File: src/rtl/fccc_pkg.sv
package fccc_pkg;

    typedef enum logic [1:0] {
        PORT_SUCC  = 2'b00,
        PORT_PRED  = 2'b01,
        PORT_CROSS = 2'b10,
        PORT_NONE  = 2'b11
    } port_code_e;

endpackage

File: src/rtl/fccc_ring_step.sv
module fccc_ring_step #(
    parameter int DIM = 4,
    localparam int PW = $clog2(DIM + 1)
) (
    input  logic [PW-1:0] pos,
    output logic [PW-1:0] succ_pos,
    output logic [PW-1:0] pred_pos,
    output logic          pos_bad
);
    localparam logic [PW-1:0] LAST_POS = PW'(DIM);

    always_comb begin
        pos_bad  = (pos > LAST_POS);
        succ_pos = (pos == LAST_POS) ? '0 : pos + PW'(1);
        pred_pos = (pos == '0) ? LAST_POS : pos - PW'(1);
    end

endmodule

File: src/rtl/fccc_cross_link.sv
module fccc_cross_link #(
    parameter int DIM = 4,
    localparam int PW = $clog2(DIM + 1)
) (
    input  logic [DIM-1:0] addr,
    input  logic [PW-1:0]  pos,
    output logic [DIM-1:0] cross_addr
);
    localparam logic [PW-1:0] LAST_POS = PW'(DIM);

    logic folded;
    assign folded = (pos == LAST_POS);

    for (genvar b = 0; b < DIM; b++) begin : g_bit
        logic flip;
        assign flip          = folded || (pos == PW'(b));
        assign cross_addr[b] = addr[b] ^ flip;
    end

endmodule

File: src/rtl/fccc_port_decode.sv
module fccc_port_decode
    import fccc_pkg::*;
#(
    parameter int DIM = 4,
    localparam int PW = $clog2(DIM + 1)
) (
    input  logic [DIM-1:0] q_addr,
    input  logic [PW-1:0]  q_pos,
    input  logic [DIM-1:0] self_addr,
    input  logic [PW-1:0]  succ_pos,
    input  logic [PW-1:0]  pred_pos,
    input  logic [DIM-1:0] cross_addr,
    input  logic [PW-1:0]  cross_pos,
    input  logic           bad,
    output port_code_e     code
);
    logic hit_succ, hit_pred, hit_cross;

    always_comb begin
        hit_succ  = (q_addr == self_addr)  && (q_pos == succ_pos);
        hit_pred  = (q_addr == self_addr)  && (q_pos == pred_pos);
        hit_cross = (q_addr == cross_addr) && (q_pos == cross_pos);
        if (bad)            code = PORT_NONE;
        else if (hit_succ)  code = PORT_SUCC;
        else if (hit_pred)  code = PORT_PRED;
        else if (hit_cross) code = PORT_CROSS;
        else                code = PORT_NONE;
    end

endmodule

File: src/rtl/fccc_nbr_gen.sv
module fccc_nbr_gen
    import fccc_pkg::*;
#(
    parameter int DIM = 4,
    localparam int PW = $clog2(DIM + 1)
) (
    input  logic           clk,
    input  logic           rst_n,
    input  logic           in_valid,
    output logic           in_ready,
    input  logic [DIM-1:0] in_addr,
    input  logic [PW-1:0]  in_pos,
    input  logic [DIM-1:0] in_qaddr,
    input  logic [PW-1:0]  in_qpos,
    output logic           out_valid,
    input  logic           out_ready,
    output logic           out_err,
    output logic [DIM-1:0] out_succ_addr,
    output logic [PW-1:0]  out_succ_pos,
    output logic [DIM-1:0] out_pred_addr,
    output logic [PW-1:0]  out_pred_pos,
    output logic [DIM-1:0] out_cross_addr,
    output logic [PW-1:0]  out_cross_pos,
    output logic [1:0]     out_port
);
    localparam logic [PW-1:0] LAST_POS = PW'(DIM);

    typedef struct packed {
        logic           valid;
        logic           err;
        logic [DIM-1:0] succ_addr;
        logic [PW-1:0]  succ_pos;
        logic [DIM-1:0] pred_addr;
        logic [PW-1:0]  pred_pos;
        logic [DIM-1:0] cross_addr;
        logic [PW-1:0]  cross_pos;
        port_code_e     port;
    } stage_t;

    stage_t st_d, st_q;

    logic [PW-1:0]  ring_succ_pos, ring_pred_pos;
    logic           ring_bad;
    logic [DIM-1:0] link_addr;
    port_code_e     dec_code;
    logic           take;

    fccc_ring_step #(.DIM(DIM)) u_ring (
        .pos      (in_pos),
        .succ_pos (ring_succ_pos),
        .pred_pos (ring_pred_pos),
        .pos_bad  (ring_bad)
    );

    fccc_cross_link #(.DIM(DIM)) u_cross (
        .addr       (in_addr),
        .pos        (in_pos),
        .cross_addr (link_addr)
    );

    fccc_port_decode #(.DIM(DIM)) u_decode (
        .q_addr     (in_qaddr),
        .q_pos      (in_qpos),
        .self_addr  (in_addr),
        .succ_pos   (ring_succ_pos),
        .pred_pos   (ring_pred_pos),
        .cross_addr (link_addr),
        .cross_pos  (in_pos),
        .bad        (ring_bad),
        .code       (dec_code)
    );

    assign in_ready = !st_q.valid || out_ready;
    assign take     = in_valid && in_ready;

    always_comb begin
        st_d = st_q;
        if (take) begin
            st_d.valid = 1'b1;
            st_d.err   = ring_bad;
            st_d.port  = dec_code;
            if (ring_bad) begin
                st_d.succ_addr  = '0;
                st_d.succ_pos   = '0;
                st_d.pred_addr  = '0;
                st_d.pred_pos   = '0;
                st_d.cross_addr = '0;
                st_d.cross_pos  = '0;
            end else begin
                st_d.succ_addr  = in_addr;
                st_d.succ_pos   = ring_succ_pos;
                st_d.pred_addr  = in_addr;
                st_d.pred_pos   = ring_pred_pos;
                st_d.cross_addr = link_addr;
                st_d.cross_pos  = in_pos;
            end
        end else if (out_ready) begin
            st_d.valid = 1'b0;
        end
    end

    always_ff @(posedge clk or negedge rst_n) begin
        if (!rst_n) begin
            st_q      <= '0;
            st_q.port <= PORT_NONE;
        end else begin
            st_q <= st_d;
        end
    end

    assign out_valid      = st_q.valid;
    assign out_err        = st_q.err;
    assign out_succ_addr  = st_q.succ_addr;
    assign out_succ_pos   = st_q.succ_pos;
    assign out_pred_addr  = st_q.pred_addr;
    assign out_pred_pos   = st_q.pred_pos;
    assign out_cross_addr = st_q.cross_addr;
    assign out_cross_pos  = st_q.cross_pos;
    assign out_port       = st_q.port;

    // both ring neighbours share the node's cube address
    a_r1_ring_same_addr: assert property (@(posedge clk) disable iff (!rst_n)
        out_valid |-> (out_succ_addr == out_pred_addr));

    // non-folded cube link inverts exactly one bit
    a_r3_single_flip: assert property (@(posedge clk) disable iff (!rst_n)
        (out_valid && !out_err && out_cross_pos != LAST_POS)
            |-> ($countones(out_cross_addr ^ out_succ_addr) == 1));

    // folded cube link inverts every bit
    a_r4_folded: assert property (@(posedge clk) disable iff (!rst_n)
        (out_valid && !out_err && out_cross_pos == LAST_POS)
            |-> (out_cross_addr == ~out_succ_addr));

    // an out-of-range request reports no port
    a_r6_err_quiet: assert property (@(posedge clk) disable iff (!rst_n)
        (out_valid && out_err) |-> (out_port == 2'b11 && out_succ_addr == '0));

    // an accepted request is presented on the next cycle
    a_r7_latency: assert property (@(posedge clk) disable iff (!rst_n)
        (in_valid && in_ready) |=> out_valid);

    // a stalled result holds still
    a_r8_hold: assert property (@(posedge clk) disable iff (!rst_n)
        (out_valid && !out_ready) |=> (out_valid && $stable(st_q)));

endmodule

File: config.mk
export PLATFORM = sky130hd
export DESIGN_NAME = fccc_nbr_gen
export DESIGN_NICKNAME = d
export VERILOG_FILES = /design/src/rtl/fccc_pkg.sv /design/src/rtl/fccc_ring_step.sv /design/src/rtl/fccc_cross_link.sv /design/src/rtl/fccc_port_decode.sv /design/src/rtl/fccc_nbr_gen.sv
export SDC_FILE = /design/constraint.sdc
export NUM_CORES = 1
export LEC_CHECK = 0
export BUFFER_PORTS_ARGS = -buffer_cell sky130_fd_sc_hd__clkbuf_2
export CORE_UTILIZATION = 53
export CTS_CLUSTER_DIAMETER = 200
export DETAILED_ROUTE_END_ITERATION = 8
export GPL_ROUTABILITY_DRIVEN = 0
export PLACE_DENSITY = 0.85
export SLEW_MARGIN = 0
export SYNTH_ARGS = -nofsm -noshare
export SYNTH_HDL_FRONTEND = slang
export SYNTH_SLANG_ARGS = --single-unit
File: constraint.sdc
create_clock -name clk -period 2.8 [get_ports clk]
set_clock_uncertainty 0.2 [all_clocks]
set_input_delay 0.14 -clock clk [delete_from_list [all_inputs] [get_ports clk]]
set_output_delay 0.14 -clock clk [all_outputs]
set_load 0.02 [all_outputs]
==> results.ini, run 1 <==
[die]
fp.dieW_um = 50.9
rows = 17
die-area_um2 = 2590
initial_utilization = 0.566
fp.dieH_um = 50.9
pin_count = 44
core_um2 = 2230

[power_and_ir_drop]
p_leak_nw = 0.772
p_int_mw = 0.485
clkPwrFrac = 0.207
p_per_area_nw_per_um2 = 483
pwr-share-seq = 0.470
worst_ir_drop_vdd_mv = 0.411
pwr-share-comb = 0.324
p_switching_mw = 0.273
p_sw_frac = 0.360

[drt]
remaining_drc_errors = 0
post_drt_wl_per_cell_um = 14.4
viasPerCell = 5.43
vias = 1092
drt_wl_total_um = 2890
ant_nets = 0
drt_iter0_drc = 46
drtPass1Iterations = 6

[setup_path]
worstSetupEndpoint = out_port[0]
startpoint = in_pos[0]
cp.arrival_ns = 2.41
r2r_slack_ns = 1.04
reg2regPathDepth = 3
cp_max_fo = 11
worstPathCellList = dlygate4sd3_1, clkbuf_2, inv_1, ha_1, nor2b_4, nor3b_4, buf_4, nand4_1, nor3_1, nor3_1
cp_slowest_stage_delay_ns = 0.53
r2r-start = out_valid
slowest_stage = dlygate4sd3_1
crit_buf_inv = 4
critPathMostFrequentCell = nor3_1
path_class = input pin to flip-flop
reg2reg_to = out_succ_pos[0]
worstSetupStartpointType = input pin
crit_cells = 10
crit_family = buffers and inverters
worstSetupEndpointType = flip-flop
critPathRequiredTime_ns = 2.85

[sta]
max-slew-margin-rel = 0.532
tightestPinTransition_ns = 0.701
timing.final.max_slew_violations = 0
fin_crit_ns = 2.37
rsz0062_at_grt = no
fin_ws_ns = 0.434
setup_violations = 0
finalCritPeriodShare = 0.845
timing.final.hold_violations = 0
fmax_mhz = 423
timing.setup.tns_ns = 0

[yosys]
yosys.area.top_type_share = 0.376
ys_ff_latch = 21
syn_area_um2 = 1260
synthArstFlopShare = 1.00
yosysSeqAreaShare = 0.417
synth.distinct_cells = 32
syn_area_per_cell_um2 = 9.88
syn_nets = 152
synth.area.top_cells = dfrtp_1, xor2_1, ha_1
ys_warn_count = 0
netlist_instances = 128
synth_flop_cell = dfrtp_1
synth_top_area_cell = dfrtp_1
synth_edf_count = 0

[layout]
final_nets = 198
post-route-util = 0.702
n_antenna_cell = 0
finish.instance_area_um2 = 1570
syn2layout_area_growth_pct = 23.9
drive_above_1_share = 0.318
stdcell_count = 201

[global_route]
grt_pass1_vias = 1075
grt_usage = 0.260
grt_max_degree = 25
antenna_found_initial = 0
grt_pass1_wl_um = 4900
grt-ovfl-total = 0

[clock_network]
clk_latency_ns = 0.31
cts_tree = built
clkTransAtPathRegs_ns = 0.13
numCtsBuffers = 3
cts_max_path_buffers = 2
cts_hold_buf = 8
htree_levels = 1
cts_root_buf = clkbuf_4
post_cts_resized = 0
postCtsSetupBuffers = 0
clkSinkCount = 21

[placed_design]
place_hpwl_um = 2150
portBuffers = 43
placed_area_um2 = 1460
dp_slack_ns = 0.648
placed_cells = 189

[job]
maxCapViolCount = 0

[min_path]
worstHoldPathType = input pin to flip-flop

[status]
status = finished, final reports clean

[cells in the final DEF, fill, tap and decap left out, drive strengths merged, types with 2 or more instances in the layout]
| cell | instances |
|---|---|
| and2 | 2 |
| a21oi | 7 |
| nor2 | 11 |
| clkbuf | 46 |
| xor2 | 11 |
| dfrtp | 19 |
| mux2i | 3 |
| xnor2 | 6 |
| dfstp | 2 |
| nand2 | 13 |
| ha | 6 |
| dlygate4sd3 | 8 |
| nor3 | 4 |
| a22o | 7 |
| inv | 4 |
| o21ai | 9 |
| nand4 | 2 |
[tightest hold or removal path, cell delays in order]
cell      delay (ns)
clkbuf_2        0.07
nand2b_1        0.20
nand2_1         0.08
[layout make-up]
type	instances	area, µm²
clock buffer	3	22.5
clock inverter	1	7.51
fill	164	666
inverter	4	15.0
multi-input combinational	92	657
sequential	21	528
tap	28	35.0
timing repair buffer	52	303
[cells in the mapped netlist (all sizes together), types with 2 or more instances]
| cell type | number |
|---|---|
| o21ai | 9 |
| a22o | 7 |
| nand2 | 13 |
| clkbuf | 5 |
| dfstp | 2 |
| nor3 | 4 |
| inv | 4 |
| a21oi | 7 |
| buf | 6 |
| xnor2 | 6 |
| dfrtp | 19 |
| and2 | 2 |
| nor2 | 11 |
| xor2 | 11 |
| ha | 6 |
| nand4 | 2 |
| mux2i | 3 |
[worst min-delay path by stage]
stage                   start  depth (start not counted)  slack [ns]                end
floorplan               rst_n                          0       -0.36  out_cross_addr[0]
finish              out_ready                          3       0.006          out_valid
global placement        rst_n                          1       -0.07   out_cross_pos[1]
global route        out_ready                          3        0.02          out_valid
CTS                 out_ready                          3      0.0005          out_valid
detailed placement      rst_n                          1       -0.06   out_succ_addr[2]
[power by group through the flow]
stage          logic [mW]  registers, mW  clock network [mW]
2_1_floorplan       0.119          0.403                   0
3_3_place_gp        0.231          0.360                   0
3_5_place_dp        0.236          0.362                   0
4_1_cts             0.246          0.356               0.155
5_1_grt             0.267          0.360               0.169
6_report            0.245          0.356               0.157
[cells by family after synthesis]
group           synth area share
buf+inv                   0.0633
mux                       0.0326
compound gates             0.144
flops                      0.417
simple gates               0.159
fa+ha+maj                 0.0593
xor+xnor                   0.124
[stage by stage]
step                      power (mW)  hold WS (ns)
final                          0.758       0.00595
after global routing           0.795        0.0243
after CTS                      0.757      0.000502
after detailed placement       0.598       -0.0573
after global placement         0.591       -0.0741
after floorplan                0.522        -0.356
[sequential cells by signal, summed over array words and instances, names as in the netlist]
| name | flops |
|---|---|
| out_succ_addr | 4 |
| out_pred_pos | 3 |
| out_err | 1 |
| out_cross_addr | 4 |
| out_succ_pos | 3 |
| out_valid | 1 |
| out_cross_pos | 3 |
| out_port | 2 |
[metal layers]
metal / vias up / share of wire / routed length (µm) / GRT usage
met5: - / 0 / 0 / 0
met4: 0 / 0.010 / 29 / 0.120
met3: 4 / 0.062 / 178 / 0.0327
met2: 47 / 0.50 / 1450 / 0.407
met1: 518 / 0.43 / 1230 / 0.359
li1: 523 / - / - / -
Note: power is estimated with default switching activity, not from simulation.
==> run 2, diff against run 1 <==
Settings changed: CORE_UTILIZATION 53 to 44, PLACE_DENSITY 0.85 to 0.75.
Clock period 2.8 ns to 2 ns, I/O delays scaled along.
==> run 2 against run 1 <==
Compared with the run above: cell area rose by 3.8%; wire length rose by 2.6%; non-clock buffer count rose by 5.
==> results.ini, run 2 (same netlist as run 1, synthesis figures left out) <==
[status]
status = finished, final reports clean

[layout]
final_nets = 203
post-route-util = 0.595
stdcell_count = 209
syn2layout_area_growth_pct = 28.7
drive_above_1_share = 0.337
final_common_cell = clkbuf_2
n_antenna_cell = 0
final_cell_mix = clkbuf_2, dfrtp_1, nand2_1, nor2_1

[clock_network]
postCtsSetupBuffers = 0
cts_max_path_buffers = 2
clkTransAtPathRegs_ns = 0.12
cts_tree = built
cts_root_buf = clkbuf_4
clkSinkCount = 21
clk_latency_ns = 0.31
numCtsBuffers = 3
htree_levels = 1

[sta]
rsz0062_at_grt = no
timing.final.max_slew_violations = 0
fin_ws_ns = 0.0712
setup_violations = 0
max-slew-margin-rel = 0.651
tightestPinTransition_ns = 0.524
fin_crit_ns = 1.93
timing.setup.tns_ns = 0
whs_ns = 0.0636
fmax_mhz = 518
timing.final.hold_violations = 0
finalCritPeriodShare = 0.964

[min_path]
hold_path_depth = 3
worstHoldPathType = input pin to flip-flop
hold_path_end = out_cross_pos[2]
hp-start = in_pos[2]

[setup_path]
critPathMostFrequentCell = dlygate4sd3_1
crit_buf_inv = 4
worstSetupEndpointType = flip-flop
critPathRequiredTime_ns = 2.05
reg2regPathDepth = 6
r2r_slack_ns = 0.18
r2r-start = out_valid
path_class = input pin to flip-flop
crit_family = buffers and inverters
cp.arrival_ns = 1.98
worstPathCellList = dlygate4sd3_1, clkbuf_2, nand2b_2, nand2_2, buf_8, nand2_1, o31ai_2, dlygate4sd3_1
cp_slowest_stage_delay_ns = 0.59
reg2reg_to = out_succ_pos[0]
cp_max_fo = 22
worstSetupStartpointType = input pin
slowest_stage = dlygate4sd3_1

[drt]
drtPass1Iterations = 4
drt_iter0_drc = 19
viasPerCell = 5.29
drt_wl_total_um = 2960
remaining_drc_errors = 0
vias = 1105
ant_nets = 0
post_drt_wl_per_cell_um = 14.2

[global_route]
grt_max_degree = 23
grt-ovfl-total = 0
grt_pass1_wl_um = 4880
antenna_found_initial = 0
grt_pass1_vias = 1072
grt_usage = 0.199

[placed_design]
place_hpwl_um = 2250
placed_cells = 195
portBuffers = 43
dp_slack_ns = 0.0918

[die]
core_um2 = 2730
pin_count = 44
rows = 19
initial_utilization = 0.463
fp.dieW_um = 55.6
die-area_um2 = 3090
fp.dieH_um = 55.6

[power_and_ir_drop]
p_leak_nw = 0.802
p_per_area_nw_per_um2 = 656
worst_ir_drop_vdd_mv = 0.554

[job]
maxCapViolCount = 0

-- run 2: changes by cell type in the layout (fill, tap and decap cells not counted) --
cell | previous run | this run
nand2_1 | 13 | 12
buf_8 | 0 | 1
nand2_2 | 0 | 1
buf_4 | 1 | 3
dlygate4sd3_1 | 8 | 10
o31ai_1 | 1 | 0
clkbuf_1 | 0 | 1
o31ai_2 | 0 | 1
nand2b_2 | 0 | 1
nand2b_1 | 1 | 0
clkinvlp_4 | 1 | 0
-- run 2: routing by layer --
| layer | vias up | global-route usage | wire length [µm] |
|---|---|---|---|
| li1 | 531 | - | - |
| met1 | 529 | 0.252 | 1250 |
| met2 | 39 | 0.341 | 1510 |
| met3 | 6 | 0.0349 | 148 |
| met4 | 0 | 0.0750 | 51 |
| met5 | - | 0 | 0 |
-- run 2: worst max path at each step --
| stage | startpoint | endpoint | slack [ns] | depth (start not counted) |
|---|---|---|---|---|
| 2_1_floorplan | out_valid | out_port[0] | 0.07 | 5 |
| 3_3_place_gp | in_pos[1] | out_port[0] | 0.17 | 8 |
| 3_5_place_dp | in_pos[1] | out_port[0] | 0.09 | 8 |
| 4_1_cts | out_ready | out_succ_pos[0] | 0.04 | 8 |
| 5_1_grt | out_ready | out_succ_pos[0] | 0.03 | 8 |
| 6_report | out_ready | out_succ_pos[0] | 0.07 | 8 |
-- run 2: final cells by class --
class	count	area, µm²
clock buffers	4	26.3
fillers	232	1110
inverters	4	15.0
multi-input cells	92	667
flip-flops and latches	21	528
well taps	31	38.8
repair buffers	57	353
-- run 2: timing repair --
action / in CTS / in global routing
hold buffers: 10 / 0
endpoints found under the hold margin: 35 / 0
setup endpoints to repair: 0 / 1
gates resized for setup: 0 / 5
-- run 2: power by group --
part	internal (mW)	total (mW)	switching (mW)	leakage, nW
clock network	0.0779	0.209	0.131	0.0150
registers	0.471	0.499	0.0278	0.263
logic	0.143	0.359	0.216	0.525
total	0.692	1.07	0.376	0.802
-- run 2: metrics by stage --
| stage | power, mW | area, µm² |
|---|---|---|
| floorplan | 0.730 | 1260 |
| global placement | 0.835 | 1480 |
| detailed placement | 0.845 | 1480 |
| CTS | 1.07 | 1610 |
| global route | 1.12 | 1630 |
| finish | 1.07 | 1630 |
-- run 2: tightest hold or removal path: cells and delay by family --
kind | cells | cell delay (ns)
AO/OA/AOI/OAI | 1 | 0.08
AND/OR/NAND/NOR | 1 | 0.15
buffers and inverters | 1 | 0.21
